**config.mk**
```make
export PLATFORM = sky130hd
export DESIGN_NAME = cfg_addr_xlat
export DESIGN_NICKNAME = d
export VERILOG_FILES = /design/src/rtl/cfg_xlat_pkg.sv /design/src/rtl/cfg_port_decode.sv /design/src/rtl/cfg_sel_reg.sv /design/src/rtl/cfg_cycle_former.sv /design/src/rtl/cfg_addr_xlat.sv
export SDC_FILE = /design/constraint.sdc
export NUM_CORES = 1
export LEC_CHECK = 0
export CAP_MARGIN = 0
export CORE_UTILIZATION = 35
export DETAILED_ROUTE_END_ITERATION = 6
export GPL_ROUTABILITY_DRIVEN = 1
export PLACE_DENSITY = 0.69
export SYNTH_ARGS = -nofsm -noshare
export SYNTH_HDL_FRONTEND = slang
export SYNTH_SLANG_ARGS = --single-unit
```
**constraint.sdc**
```tcl
create_clock -name clk -period 2.8 [get_ports clk]
set_clock_uncertainty 0.15 [all_clocks]
set_input_delay 0.56 -clock clk [delete_from_list [all_inputs] [get_ports clk]]
set_output_delay 0.56 -clock clk [all_outputs]
set_load 0.05 [all_outputs]
```
**src/rtl/cfg_xlat_pkg.sv**
```systemverilog
package cfg_xlat_pkg;
  localparam int EN_BIT  = 31;
  localparam int BUS_LSB = 16;
  localparam int BUS_W   = 8;
  localparam int DEV_LSB = 11;
  localparam int DEV_W   = 5;
  localparam int FN_LSB  = 8;
  localparam int FN_W    = 3;
  localparam int REG_LSB = 2;
  localparam int REG_W   = 6;
  localparam int NDEV    = 1 << DEV_W;
  localparam int LOW_W   = FN_W + REG_W + 2;

  typedef enum logic [1:0] {SZ_BYTE = 2'd0, SZ_WORD = 2'd1, SZ_DWORD = 2'd2} io_size_e;
  typedef enum logic [1:0] {K_PASS, K_SEL_WR, K_SEL_RD, K_CFG} acc_kind_e;
  typedef enum logic {ST_IDLE, ST_WAIT} xlat_state_e;

  function automatic logic [31:0] sel_keep_mask();
    logic [31:0] m;
    m = '0;
    m[EN_BIT] = 1'b1;
    m[BUS_LSB +: BUS_W] = '1;
    m[DEV_LSB +: DEV_W] = '1;
    m[FN_LSB +: FN_W] = '1;
    m[REG_LSB +: REG_W] = '1;
    return m;
  endfunction
endpackage

```
**src/rtl/cfg_port_decode.sv**
```systemverilog
module cfg_port_decode
  import cfg_xlat_pkg::*;
#(
  parameter int IO_AW = 16,
  parameter logic [IO_AW-1:0] ADDR_PORT = 16'h0CF8,
  parameter logic [IO_AW-1:0] DATA_PORT = 16'h0CFC
) (
  input  logic [IO_AW-1:0] io_addr,
  input  logic [1:0]       io_size,
  input  logic             io_we,
  input  logic             enable,
  output acc_kind_e        kind,
  output logic [3:0]       be
);
  logic [1:0] lane;
  logic       in_window;

  assign lane      = io_addr[1:0];
  assign in_window = (io_addr[IO_AW-1:2] == DATA_PORT[IO_AW-1:2]);

  always_comb begin
    kind = K_PASS;
    be   = 4'b0000;
    if (io_addr == ADDR_PORT && io_size == SZ_DWORD) begin
      kind = io_we ? K_SEL_WR : K_SEL_RD;
    end else if (enable && in_window) begin
      case (io_size)
        SZ_BYTE:  be = 4'b0001 << lane;
        SZ_WORD:  if (!lane[0]) be = 4'b0011 << lane;
        SZ_DWORD: if (lane == 2'd0) be = 4'b1111;
        default:  be = 4'b0000;
      endcase
      if (be != 4'b0000) kind = K_CFG;
    end
  end
endmodule

```
**src/rtl/cfg_sel_reg.sv**
```systemverilog
module cfg_sel_reg
  import cfg_xlat_pkg::*;
(
  input  logic        clk,
  input  logic        rst,
  input  logic        wr,
  input  logic [31:0] wdata,
  output logic [31:0] sel
);
  localparam logic [31:0] KEEP = sel_keep_mask();

  always_ff @(posedge clk) begin
    if (rst) sel <= '0;
    else if (wr) sel <= wdata & KEEP;
  end
endmodule

```
**src/rtl/cfg_cycle_former.sv**
```systemverilog
module cfg_cycle_former
  import cfg_xlat_pkg::*;
(
  input  logic [BUS_W-1:0] bus,
  input  logic [DEV_W-1:0] dev,
  input  logic [FN_W-1:0]  fn,
  input  logic [REG_W-1:0] regi,
  input  logic [BUS_W-1:0] primary_bus,
  output logic             type1,
  output logic [31:0]      addr,
  output logic [NDEV-1:0]  idsel
);
  assign type1 = (bus != primary_bus);

  always_comb begin
    if (type1)
      addr = {{(32-BUS_W-DEV_W-LOW_W){1'b0}}, bus, dev, fn, regi, 2'b01};
    else
      addr = {{(32-LOW_W){1'b0}}, fn, regi, 2'b00};
  end

  for (genvar g = 0; g < NDEV; g++) begin : g_idsel
    assign idsel[g] = !type1 && (dev == DEV_W'(g));
  end
endmodule

```
**src/rtl/cfg_addr_xlat.sv**
```systemverilog
module cfg_addr_xlat
  import cfg_xlat_pkg::*;
#(
  parameter int IO_AW = 16,
  parameter logic [IO_AW-1:0] ADDR_PORT = 16'h0CF8,
  parameter logic [IO_AW-1:0] DATA_PORT = 16'h0CFC
) (
  input  logic             clk,
  input  logic             rst,
  input  logic             io_req,
  input  logic             io_we,
  input  logic [IO_AW-1:0] io_addr,
  input  logic [1:0]       io_size,
  input  logic [31:0]      io_wdata,
  output logic             io_ack,
  output logic             io_pass,
  output logic [31:0]      io_rdata,
  input  logic [7:0]       primary_bus,
  output logic             cfg_req,
  output logic             cfg_we,
  output logic             cfg_type1,
  output logic [31:0]      cfg_addr,
  output logic [3:0]       cfg_be,
  output logic [31:0]      cfg_wdata,
  output logic [31:0]      cfg_idsel,
  input  logic             cfg_rsp_valid,
  input  logic             cfg_rsp_err,
  input  logic [31:0]      cfg_rsp_rdata
);
  xlat_state_e     state;
  acc_kind_e       kind;
  logic [3:0]      be;
  logic [31:0]     sel;
  logic            sel_wr;
  logic            f_type1;
  logic [31:0]     f_addr;
  logic [NDEV-1:0] f_idsel;
  logic            take;

  assign take   = io_req && (state == ST_IDLE);
  assign sel_wr = take && (kind == K_SEL_WR);

  cfg_port_decode #(
    .IO_AW(IO_AW), .ADDR_PORT(ADDR_PORT), .DATA_PORT(DATA_PORT)
  ) u_decode (
    .io_addr(io_addr), .io_size(io_size), .io_we(io_we),
    .enable(sel[EN_BIT]), .kind(kind), .be(be)
  );

  cfg_sel_reg u_sel (
    .clk(clk), .rst(rst), .wr(sel_wr), .wdata(io_wdata), .sel(sel)
  );

  cfg_cycle_former u_former (
    .bus(sel[BUS_LSB +: BUS_W]), .dev(sel[DEV_LSB +: DEV_W]),
    .fn(sel[FN_LSB +: FN_W]), .regi(sel[REG_LSB +: REG_W]),
    .primary_bus(primary_bus), .type1(f_type1), .addr(f_addr), .idsel(f_idsel)
  );

  always_ff @(posedge clk) begin
    if (rst) begin
      state     <= ST_IDLE;
      io_ack    <= 1'b0;
      io_pass   <= 1'b0;
      io_rdata  <= '0;
      cfg_req   <= 1'b0;
      cfg_we    <= 1'b0;
      cfg_type1 <= 1'b0;
      cfg_addr  <= '0;
      cfg_be    <= '0;
      cfg_wdata <= '0;
      cfg_idsel <= '0;
    end else begin
      io_ack  <= 1'b0;
      io_pass <= 1'b0;
      cfg_req <= 1'b0;
      case (state)
        ST_IDLE: begin
          if (io_req) begin
            case (kind)
              K_SEL_WR: io_ack <= 1'b1;
              K_SEL_RD: begin
                io_ack   <= 1'b1;
                io_rdata <= sel;
              end
              K_CFG: begin
                cfg_req   <= 1'b1;
                cfg_we    <= io_we;
                cfg_type1 <= f_type1;
                cfg_addr  <= f_addr;
                cfg_idsel <= 32'(f_idsel);
                cfg_be    <= be;
                cfg_wdata <= io_wdata;
                state     <= ST_WAIT;
              end
              default: begin
                io_ack   <= 1'b1;
                io_pass  <= 1'b1;
                io_rdata <= '0;
              end
            endcase
          end
        end
        default: begin
          if (cfg_rsp_valid) begin
            io_ack   <= 1'b1;
            io_rdata <= cfg_rsp_err ? '1 : cfg_rsp_rdata;
            state    <= ST_IDLE;
          end
        end
      endcase
    end
  end
endmodule


```
==> metrics.csv <==
stage;metric;value;unit
run_status;status;finished clean;
floorplanning;core_area;16800;sq um
worst_setup_path;end_kind;register;
route;wl_per_cell;16.9;um
synth;synth_edf_count;0;
synth;syn_area;6070;sq um
power;switching_share;0.246;
synth;yosys_warnings;0;
synth;ys_seq_elements;151;
power;internal_power;3.52;mW
synth;synth_top_area_share;0.498;
floorplanning;fp.dieW;134;um
synth;synth_area_leaders;dfxtp_1 50%, nand2_1 12%, a21oi_1 9.6%;
synth;yosys.area.top_type;dfxtp_1;
global_routing;grt_overflow_total;0;
route;drtPass1Iterations;5;
synth;ys_seq_area_frac;0.498;
synth;synthTopCellsByCount;187 x nand2_1, 151 x dfxtp_1, 116 x a21oi_1, 64 x o21ai_0, 51 x clkbuf_1;
floorplanning;io_pins;233;
sta;fmax;375;MHz
synth;synth_cell_type_count;43;
run;maxCapViolations;0;
sta;slew_headroom;0.328;
route;vias_per_cell;5.12;
placed_design;place_area;8700;sq um
worst_setup_path;cp.required;3.00;ns
global_routing;grt_usage;0.221;
worst_setup_path;crit_arrival;2.87;ns
floorplanning;die_area;17900;sq um
route;drt-initial-drc-count;421;
power;powerDensity;496;nW/um^2
worst_setup_path;critical-path-top-delay-family;simple AND/OR/NAND/NOR gates;
clocking;insertion_delay;0.42;ns
global_routing;grt_pass1_vias;5564;
route;routed_wl;20100;um
floorplanning;initial_utilization;0.362;
layout;design_area;9430;sq um
floorplanning;fp.dieH;134;um
power;seqPwrFrac;0.465;
worst_setup_path;start_kind;input port;
synth;synth_ff_type;dfxtp_1;
power;p_comb_frac;0.088;
synth;synth.most_common_cell;nand2_1;
synth;async_flop_share;0;
clocking;path_clk_slew;0.06;ns
layout;fin_cells;1191;
sta;timing.hold.ws;0.298;ns
layout;n_antenna_cell;0;
power;p_sw;1.15;mW
sta;final_hold_viol_count;0;
layout;final_layout_size_suffix_gt1_frac;0.103;
route;route.detailed.drc;0;
clocking;clockBufferDepth;2;
synth;synth_area_per_cell;8.24;sq um
layout;syn_to_final_growth;55.2;%
worst_setup_path;crit_chain;dlymetal6s2s_1 -> or4_4 -> or4_4 -> buf_6 -> nor4b_4 -> buf_6 -> clkbuf_16 -> nand3_1 -> a21oi_1;
sta;finalSetupTns;0;ns
worst_setup_path;cp_max_fo;7;
clocking;clkSinkCount;151;
worst_setup_path;slowest_delay;0.55;ns
global_routing;antenna_found_initial;0;
sta;fin_crit_sh;0.953;
placed_design;hpwl;13900;um
floorplanning;rows;47;
min_path;hold_path_class;register to register;
clocking;cts_tree;built;
clocking;cts_buffers;17;
layout;fin_nets;1054;
sta;setup_viol;0;
power;vdd_drop_max;422;uV
synth;syn_inst;737;
sta;rsz0062_at_grt;no;
sta;finalMaxSlewViolations;0;
global_routing;grt_pass1_wl;30700;um
worst_setup_path;cp_slowest_cell;or4_4;
placed_design;gp_congestion;0.849;
placed_design;dp_cells;1155;
clocking;htreeDepth;4;
worst_setup_path;critical_path_class;input port to register;
power;p_leak;3.11;nW
route;antenna_left;0;
clocking;cts_root_buf;clkbuf_16;
clocking;ctsHoldBuffers;0;
sta;min_period;2.67;ns
route;num_vias;6092;
global_routing;grt_max_degree;76;
worst_setup_path;critPathBufInv;4;
power;p_clk_frac;0.447;
sta;worstMarginPinSlew;1.01;ns
placed_design;portBuffers;223;
final cells by class:
type	count	area [sq um]
Fill cell	1553	7330
Timing Repair Buffer	268	2750
Tap cell	220	275
Clock inverter	13	96.3
Multi-Input combinational cell	520	2840
Sequential cell	151	3020
Clock buffer	19	443
what timing repair did:
action | 4_1_cts | 5_1_grt
setup endpoints to repair | 6 | 88
gates cloned | 0 | 3
endpoints found under the hold margin | 0 | 0
gates resized for setup | 1 | 25
setup buffers | 0 | 1
pin swaps | 0 | 16
final timing paths:
kind | from | endpoint | slack, ns | cells after the start
max | io_addr[14] | cfg_addr[16] | 0.13 | 9
min | cfg_be[1] | cfg_be[1] | 0.30 | 2
max reg2reg | u_sel.sel[23] | cfg_idsel[20] | 0.70 | 6
min reg2reg | cfg_be[1] | cfg_be[1] | 0.30 | 2
cells in the final DEF, fill, tap and decap left out, types with 4 or more instances in the layout:
master and count:
a21oi_1 107, a21oi_2 9, a311oi_1 23, buf_12 9
buf_4 31, clkbuf_16 20, clkdlybuf4s50_1 218, clkinvlp_4 5
conb_1 9, dfxtp_1 151, dlymetal6s2s_1 4, inv_6 4
nand2_1 187, nand2b_1 4, nand3_1 8, nand3_2 4
nand3b_1 32, nand4b_1 5, nor2_1 8, nor4_1 4
nor4b_1 4, o2111ai_1 9, o21ai_0 64, xor2_1 8
registers in the layout, summed over array words and instances (netlist names), 4 cells and up:
| register | cells |
|---|---|
| cfg_addr | 23 |
| cfg_be | 4 |
| cfg_idsel | 32 |
| cfg_wdata | 32 |
| io_rdata | 32 |
| u_sel.sel | 23 |
stage by stage:
stage | util | total power [mW] | setup slack [ns]
floorplan | - | 2.41 | 0.0419
global placement | 0.519 | 2.63 | -0.435
detailed placement | 0.519 | 2.63 | -0.454
CTS | 0.552 | 4.73 | 0.0166
global route | 0.563 | 4.85 | 0.0821
finish | 0.563 | 4.68 | 0.130
power groups by stage:
stage | combinational (mW) | sequential [mW] | clock, mW
after floorplan | 0.131 | 2.28 | 0
after global placement | 0.408 | 2.22 | 0
after detailed placement | 0.406 | 2.22 | 0
after CTS | 0.408 | 2.17 | 2.14
after global routing | 0.435 | 2.18 | 2.24
final | 0.410 | 2.18 | 2.09
per-layer routing:
layer  part of all wire  wire length, um  up-vias  track usage
li1                   -                -     2996            -
met1               0.48             9550     2865        0.320
met2               0.45             9090      218        0.324
met3              0.062             1240       13       0.0556
met4              0.010              210        0       0.0600
met5                  0                0        -            0
kinds of logic (layout without fill, tap and decap cells):
kind of cell / after synthesis / after routing / share of synthesized area
multiplexers: 1 / 1 / 0.00165
buffers and inverters: 74 / 300 / 0.0571
other: 1 / 9 / 0.000617
XOR/XNOR: 9 / 9 / 0.0130
AO/OA/AOI/OAI: 219 / 219 / 0.205
AND/OR/NAND/NOR: 282 / 282 / 0.225
flip-flops: 151 / 151 / 0.498
worst register-to-register path: stages, from the launching register on:
cell     delay [ns]
dfxtp_1        0.49
xor2_1         0.13
nor4_1         0.31
buf_4          0.19
nand2_1        0.06
or3_1          0.46
o21ai_0        0.23
Note: power is estimated with default switching activity, not from simulation.
